## src/rtl/pkt_wr_pkg.sv

```systemverilog
`timescale 1ns/1ps
package pkt_wr_pkg;
  typedef enum logic [1:0] {
    ST_IDLE = 2'd0,
    ST_BUSY = 2'd1,
    ST_FULL = 2'd2
  } frm_state_e;
endpackage

```

## src/rtl/pkt_wr_frame.sv

```systemverilog
`timescale 1ns/1ps
module pkt_wr_frame
  import pkt_wr_pkg::*;
(
  input  logic       clk_i,
  input  logic       rst_ni,
  input  logic       sop_i,
  input  logic       eop_i,
  input  logic       last_slot_i,
  output logic       accept_o,
  output frm_state_e state_o
);
  frm_state_e state_q, state_d;

  always_comb begin
    accept_o = 1'b0;
    state_d  = state_q;
    unique case (state_q)
      ST_IDLE: begin
        accept_o = sop_i;
        if (sop_i && !eop_i) state_d = ST_BUSY;
      end
      ST_BUSY: begin
        accept_o = 1'b1;
        if (eop_i) state_d = ST_IDLE;
      end
      default: accept_o = 1'b0;
    endcase
    // last location consumed: storage ends for good
    if (accept_o && last_slot_i) state_d = ST_FULL;
  end

  always_ff @(posedge clk_i or negedge rst_ni)
    if (!rst_ni) state_q <= ST_IDLE;
    else         state_q <= state_d;

  assign state_o = state_q;

  AST_FULL_ABSORB: assert property (@(posedge clk_i) disable iff (!rst_ni)
    state_q == ST_FULL |=> state_q == ST_FULL);
  AST_NO_ACCEPT_FULL: assert property (@(posedge clk_i) disable iff (!rst_ni)
    state_q == ST_FULL |-> !accept_o);
endmodule

```

## src/rtl/pkt_wr_addr.sv

```systemverilog
`timescale 1ns/1ps
module pkt_wr_addr #(
  parameter int ADDR_W = 10
) (
  input  logic              clk_i,
  input  logic              rst_ni,
  input  logic              adv_i,
  output logic [ADDR_W-1:0] ptr_o,
  output logic              last_o
);
  localparam logic [ADDR_W-1:0] TOP = {ADDR_W{1'b1}};

  logic [ADDR_W-1:0] ptr_q;

  always_ff @(posedge clk_i or negedge rst_ni)
    if (!rst_ni)    ptr_q <= '0;
    else if (adv_i) ptr_q <= ptr_q + 1'b1;

  assign ptr_o  = ptr_q;
  assign last_o = (ptr_q == TOP);

  AST_PTR_HOLD: assert property (@(posedge clk_i) disable iff (!rst_ni)
    !adv_i |=> ptr_q == $past(ptr_q));
endmodule

```

## src/rtl/pkt_ram_wr_ctrl.sv

```systemverilog
`timescale 1ns/1ps
module pkt_ram_wr_ctrl
  import pkt_wr_pkg::*;
#(
  parameter int DATA_W = 8,
  parameter int ADDR_W = 10
) (
  input  logic              clk_i,
  input  logic              rst_ni,
  input  logic [DATA_W-1:0] data_i,
  input  logic              sop_i,
  input  logic              eop_i,
  output logic              wr_en_o,
  output logic [ADDR_W-1:0] wr_addr_o,
  output logic [DATA_W-1:0] wr_data_o,
  output logic              full_o
);
  localparam logic [ADDR_W-1:0] TOP = {ADDR_W{1'b1}};

  logic              accept;
  logic              last_slot;
  logic [ADDR_W-1:0] ptr;
  frm_state_e        state;

  pkt_wr_frame u_frame (
    .clk_i       (clk_i),
    .rst_ni      (rst_ni),
    .sop_i       (sop_i),
    .eop_i       (eop_i),
    .last_slot_i (last_slot),
    .accept_o    (accept),
    .state_o     (state)
  );

  pkt_wr_addr #(.ADDR_W(ADDR_W)) u_addr (
    .clk_i  (clk_i),
    .rst_ni (rst_ni),
    .adv_i  (accept),
    .ptr_o  (ptr),
    .last_o (last_slot)
  );

  logic              wr_en_q;
  logic [ADDR_W-1:0] wr_addr_q;
  logic [DATA_W-1:0] wr_data_q;

  always_ff @(posedge clk_i or negedge rst_ni)
    if (!rst_ni) begin
      wr_en_q   <= 1'b0;
      wr_addr_q <= '0;
      wr_data_q <= '0;
    end else begin
      wr_en_q <= accept;
      if (accept) begin
        wr_addr_q <= ptr;
        wr_data_q <= data_i;
      end
    end

  assign wr_en_o   = wr_en_q;
  assign wr_addr_o = wr_addr_q;
  assign wr_data_o = wr_data_q;
  assign full_o    = (state == ST_FULL);

  AST_ADDR_STEP: assert property (@(posedge clk_i) disable iff (!rst_ni)
    wr_en_q && $past(wr_en_q) |-> wr_addr_q == $past(wr_addr_q) + 1'b1);
  AST_IDLE_DROP: assert property (@(posedge clk_i) disable iff (!rst_ni)
    (state == ST_IDLE && !sop_i) |=> !wr_en_q);
  AST_FULL_AT_TOP: assert property (@(posedge clk_i) disable iff (!rst_ni)
    $rose(full_o) |-> wr_en_q && wr_addr_q == TOP);
  AST_FULL_STICKY: assert property (@(posedge clk_i) disable iff (!rst_ni)
    $past(full_o) |-> full_o);
  AST_NO_WRITE_FULL: assert property (@(posedge clk_i) disable iff (!rst_ni)
    full_o && $past(full_o) |-> !wr_en_q);
endmodule

```

## config.mk

```make
export PLATFORM = sky130hd
export DESIGN_NAME = pkt_ram_wr_ctrl
export DESIGN_NICKNAME = d
export VERILOG_FILES = /design/src/rtl/pkt_wr_pkg.sv /design/src/rtl/pkt_wr_frame.sv /design/src/rtl/pkt_wr_addr.sv /design/src/rtl/pkt_ram_wr_ctrl.sv
export SDC_FILE = /design/constraint.sdc
export NUM_CORES = 1
export LEC_CHECK = 0
export ABC_CLOCK_PERIOD_IN_PS = 3750
export BUFFER_PORTS_ARGS = -buffer_cell sky130_fd_sc_hd__buf_2
export CAP_MARGIN = 20
export CORE_UTILIZATION = 37
export CTS_CLUSTER_DIAMETER = 200
export DETAILED_ROUTE_END_ITERATION = 7
export SKIP_CTS_REPAIR_TIMING = 1
export SLEW_MARGIN = 20
export SYNTH_ARGS = -nofsm -noshare
export SYNTH_HDL_FRONTEND = slang
export SYNTH_HIERARCHICAL = 1
export SYNTH_SLANG_ARGS = --single-unit
```

## constraint.sdc

```tcl
create_clock -name clk_i -period 3.75 [get_ports clk_i]
set_input_delay 0 -clock clk_i [delete_from_list [all_inputs] [get_ports clk_i]]
set_output_delay 0 -clock clk_i [all_outputs]
set_load 0.02 [all_outputs]
```

# Word level (Yosys, flattened, before mapping)
# Index checks and enable logic that the tools add are counted.
word_totals:
  regBits: 31
  latchBits: 0
  mem_bits_rw: 0
  rom_bits: 0
  in_bits: 12
  out_inout_bits: 20
  wordCells: 22
  n_memories: 0
classes:
  add_sub_neg: 1
  n_mul: 0
  div_mod_pow: 0
  n_lt_le_gt_ge: 0
  eq_ne: 5
  n_shift: 0
  n_mux: 5
  n_bitwise: 0
  reduce_logical: 6
op_table:
  columns: ["op", "n"]
  rows:
  - ["10-bit by 1-bit adder with 10-bit output, second input constant", 1]
  - ["10-bit equality test, second input constant", 1]
  - ["2-bit two-way mux", 3]
  - ["2-bit case mux with 2 select lines", 1]
  - ["3-bit by 1-bit != test with 1-bit output, second input constant", 1]
  - ["3-bit by 2-bit != test with 1-bit output, second input constant", 1]
  - ["3-bit AND reduction", 1]
  - ["3-bit nonzero test", 1]
  - ["2-bit by 1-bit equality test with 1-bit output, second input constant", 1]
  - ["2-bit equality test, second input constant", 1]
  - ["1-bit logical AND", 2]
  - ["2-bit zero test", 1]
  - ["1-bit case mux with 2 select lines", 1]
  - ["1-bit zero test", 1]

# Logic depth before layout (Yosys ltp)
logic_depth:
  depth_word: 5
  ltp_mapped: 5
  mapped_depth_nobuf: 5

# Hierarchy
# The synthesis kept the hierarchy.
by_module_without_submodules:
  columns: ["module", "instances", "cells_per_inst", "area_per_inst_um2", "seq_area_each_um2"]
  rows:
  - ["pkt_ram_wr_ctrl", 1, 40, 753.2, 475.5]
  - ["pkt_wr_addr", 1, 36, 442.9, 250.2]
  - ["pkt_wr_frame", 1, 9, 87.6, 50.0]

# Worst setup path before layout
# No wires, ideal clock.
synth_timing:
  path_type: "register -> register"
  startpoint: "register u_frame.state_q[1], in the netlist u_frame/state_o[1]"
  endpoint: "register wr_addr_q[0], in the netlist wr_addr_o[0]"
  setup_ps: 125
  arrival_ps: 1402
  required_time_ps: 3625
  slack_ps: 2223
  path_stages_with_launch: 5
  path_buffers: 2
  synth_period_minus_slack_ps: 1527
  cell_sequence: "dfrtp_1 > nor2_1 > buf_6 > buf_12 > mux2_4"
synth_via:
  elab_chain_cells: 2
  word_cells_on_any_way: 3
  cone_classes: "eq/ne (1); mux (1); reduce/logical (1)"
synth_rtl:
  columns: ["element", "line_no", "text"]
  rows:
  - ["start, declared", "pkt_wr_frame.sv:13", "frm_state_e state_q, state_d;"]
  - ["start signal, assigned", "pkt_wr_frame.sv:35", "else state_q <= state_d;"]
  - ["2-bit by 1-bit equality test with 1-bit output / 2-bit zero test (equally long branches)", "pkt_wr_frame.sv:18", "unique case (state_q)"]
  - ["1-bit case mux with 2 select lines (*)", "pkt_wr_frame.sv:18", null]
  - ["net accept", "pkt_ram_wr_ctrl.sv:20", "logic accept;"]
  - ["end signal, assigned", "pkt_ram_wr_ctrl.sv:55", "wr_addr_q <= ptr;"]
  - ["end, declared", "pkt_ram_wr_ctrl.sv:44", "logic [ADDR_W-1:0] wr_addr_q;"]
# Mark *: on every way through the listed nets, which the timed path passes. The rest lies on a longest branch.
# A chain may end at the register's enable or synchronous reset.

# Final worst setup path
layout_timing:
  startpoint: "register u_frame.state_q[1], in the netlist u_frame/state_o[1]"
  endpoint: "register wr_data_q[3], in the netlist wr_data_o[3]"
layout_via:
  elab_chain_cells: 2
  word_cells_on_any_way: 3
  cone_classes: "eq/ne (1); mux (1); reduce/logical (1)"
layout_rtl:
  columns: ["element", "line_no", "text"]
  rows:
  - ["2-bit by 1-bit equality test with 1-bit output / 2-bit zero test (equally long branches)", "pkt_wr_frame.sv:18", null]
  - ["1-bit case mux with 2 select lines (*)", "pkt_wr_frame.sv:18", null]
  - ["net accept", "pkt_ram_wr_ctrl.sv:20", null]
  - ["end signal, assigned", "pkt_ram_wr_ctrl.sv:56", "wr_data_q <= data_i;"]
  - ["end, declared", "pkt_ram_wr_ctrl.sv:45", "logic [DATA_W-1:0] wr_data_q;"]
# Marked as above.

==> results.yml <==
floorplanning:
  pin_count: 32
  dieArea_um2: 3710
  rows: 21
  start_util_pct: 38.5
  die_h_um: 60.9
  core_area_um2: 3340
  die_w_um: 60.9
worst_setup_path:
  crit_fanout: 14
  crit_start: "u_frame/state_o[1]"
  criticalPathCategory: "register to register"
  startpoint_type: "register"
  r2r_start: "u_frame/state_o[1]"
  endpoint_kind: "register"
  cp.required_ns: 3.97
  cp.arrival_ns: 2.08
  crit_path_cell_trace: "nor2_2, buf_4, mux2_2"
  max_stage_delay_ns: 0.61
  slowest_stage: "nor2_2"
worst_hold_path:
  hold_path.class: "input pin to register"
  worstHoldStart: "eop_i"
sta:
  relSlewSlack_pct: 49.9
  finalMaxSlewViolations: 0
  fin_tns_setup_ns: 0
  holdWs_ns: -0.00725
  clock.fmax_ghz: 0.537
  rsz0062_at_grt: "no"
  setup_violations: 0
  fin_crit_ns: 1.86
  clock_skew_ns: 0.00737
  worst_slew_pin_slew_ns: 0.750
  fin_crit_sh_pct: 49.6
  hold_viol: 1
clocking:
  cts_tree: "done"
  cts_buffers: 5
  htreeDepth: 2
  cts_buffer_depth: 2
  worstSkewPairLatency_ns: 0.33
  clkSinkCount: 31
  root_buffer: "clkbuf_4"
  clk_pin_slew_ns: 0.10
logic_synthesis:
  syn_area_um2: 1280
  synth.area.top_cells: "dfrtp_1, mux2_4, mux2_2"
  synth_common_cells: "dfrtp_1, mux2_4, mux2_2"
  syn_inst: 85
  synth_edf_count: 0
  yosysMostFrequentCell: "dfrtp_1"
  yosysWarnings: 6
  synthArstFlopShare_pct: 100
  yosys.area.top_type_share_pct: 60.4
  syn_avg_cell_area_um2: 15.1
  yosysUniqueCellTypes: 20
  synth_top_flop_cell: "dfrtp_1"
  syn_nets: 98
  synth-seq-cells: 31
  yosysSeqAreaShare_pct: 60.4
  yosysTopAreaCell: "dfrtp_1"
placement:
  dp_hpwl_um: 1510
  place_congestion: 0.698
  place_area_um2: 1480
  numPortBuffers: 31
grt:
  busiest_layer: "met2"
  grt_use_met3_pct: 3.84
  antenna_found_initial: 0
  grt_pass1_wl_um: 3430
  gr-usage-met2_pct: 20.3
  grt_use_met1_pct: 16.3
  grt_pass1_vias: 796
  overflow: 0
  grtUsageTotal_pct: 13.3
  grt_max_degree: 32
cells_and_area:
  drive_above_1_share_pct: 47.4
  area_growth_pct: 29.4
  num-nets-final: 145
  antennaDiodeCount: 0
  design_area_um2: 1660
power:
  p_leak_nw: 0.846
  peakVddDrop_uv: 261
  power_mw: 1.04
  p_per_area_nw_per_um2: 628
detailed_routing:
  wl_per_cell_um: 12.4
  drt-vias-per-instance: 4.56
  vias: 817
  drc: 0
  routed_wirelength_um: 2210
  drt_iter0_markers: 18
  ant_nets: 0
  firstDrtPassIters: 3
job:
  drv_cap: 0
status:
  failed_checks: "hold timing"
  status: "finished, violations left"
worst paths after layout:
| check | cells past startpoint | slack (ns) | end |
|---|---|---|---|
| hold / removal | 3 | -0.007 | u_frame/state_o[0] |
| hold reg to reg | 1 | 0.51 | u_addr/ptr_o[8] |
| max in group asynchronous | 2 | 3.08 | u_addr/ptr_o[8] |
| setup reg to reg | 3 | 1.89 | wr_data_o[3] |
| setup / recovery | 3 | 1.89 | wr_data_o[3] |
| min in group asynchronous | 2 | 0.23 | wr_addr_o[2] |
per-stage QoR:
stage                     util (%)  cells  hold WS [ns]  setup WS [ns]
final                         49.8    179      -0.00725           1.89
after global routing          49.8    179       0.00313           1.79
after CTS                     46.8    169        -0.294           1.87
after detailed placement      44.2    161        0.0781           1.87
after global placement        44.2    161        0.0677           1.93
after floorplan                  -     85        -0.296           2.22
critical path, delay by kind of cell, from the launching register on:
kind	cells	cell delay, ns
muxes	1	0.36
buffers and inverters	1	0.35
DFF	1	0.43
and+or+nand+nor	1	0.61
registers in the layout, summed over array words and instances (netlist names):
name,cells
u_frame/state_o,2
wr_en_o,1
u_addr/ptr_o,10
wr_data_o,8
wr_addr_o,10
cells in the final DEF, fill, tap and decap left out, types with 2 or more instances in the layout:
master         instances
xor2_1                 5
nand2_1                4
buf_2                 31
dfrtp_1               31
nor2b_1                2
mux2_4                10
mux2_2                 9
clkbuf_4               5
nand4_2                2
xnor2_1                4
dlygate4sd3_1         10
nor2_1                 5
nand4_1                2
cell type report:
class / instances / area [µm²]
Multi-Input combinational cell: 52 / 479
Sequential cell: 31 / 776
Tap cell: 46 / 57.6
Timing Repair Buffer: 42 / 263
Clock buffer: 6 / 51.3
Clock inverter: 2 / 35.0
Fill cell: 319 / 1680
per-layer routing:
metal,share of wire [%],vias to the layer above
li1,-,387
met1,46,400
met2,47,25
met3,4.9,5
met4,1.9,0
met5,0,-
power by group:
part / switching (mW) / internal [mW] / total, mW
Combinational: 0.131 / 0.145 / 0.275
Clock: 0.113 / 0.157 / 0.270
Sequential: 0.0806 / 0.417 / 0.497
logic make-up after synthesis:
kind of cell    share of synthesized area, %
fa+ha+maj                              0.975
simple gates                            9.36
buf+inv                                 2.44
xor+xnor                                6.14
flops                                   60.4
mux                                     19.6
compound gates                          1.07
No activity file was read; power rests on OpenSTA's default activity.
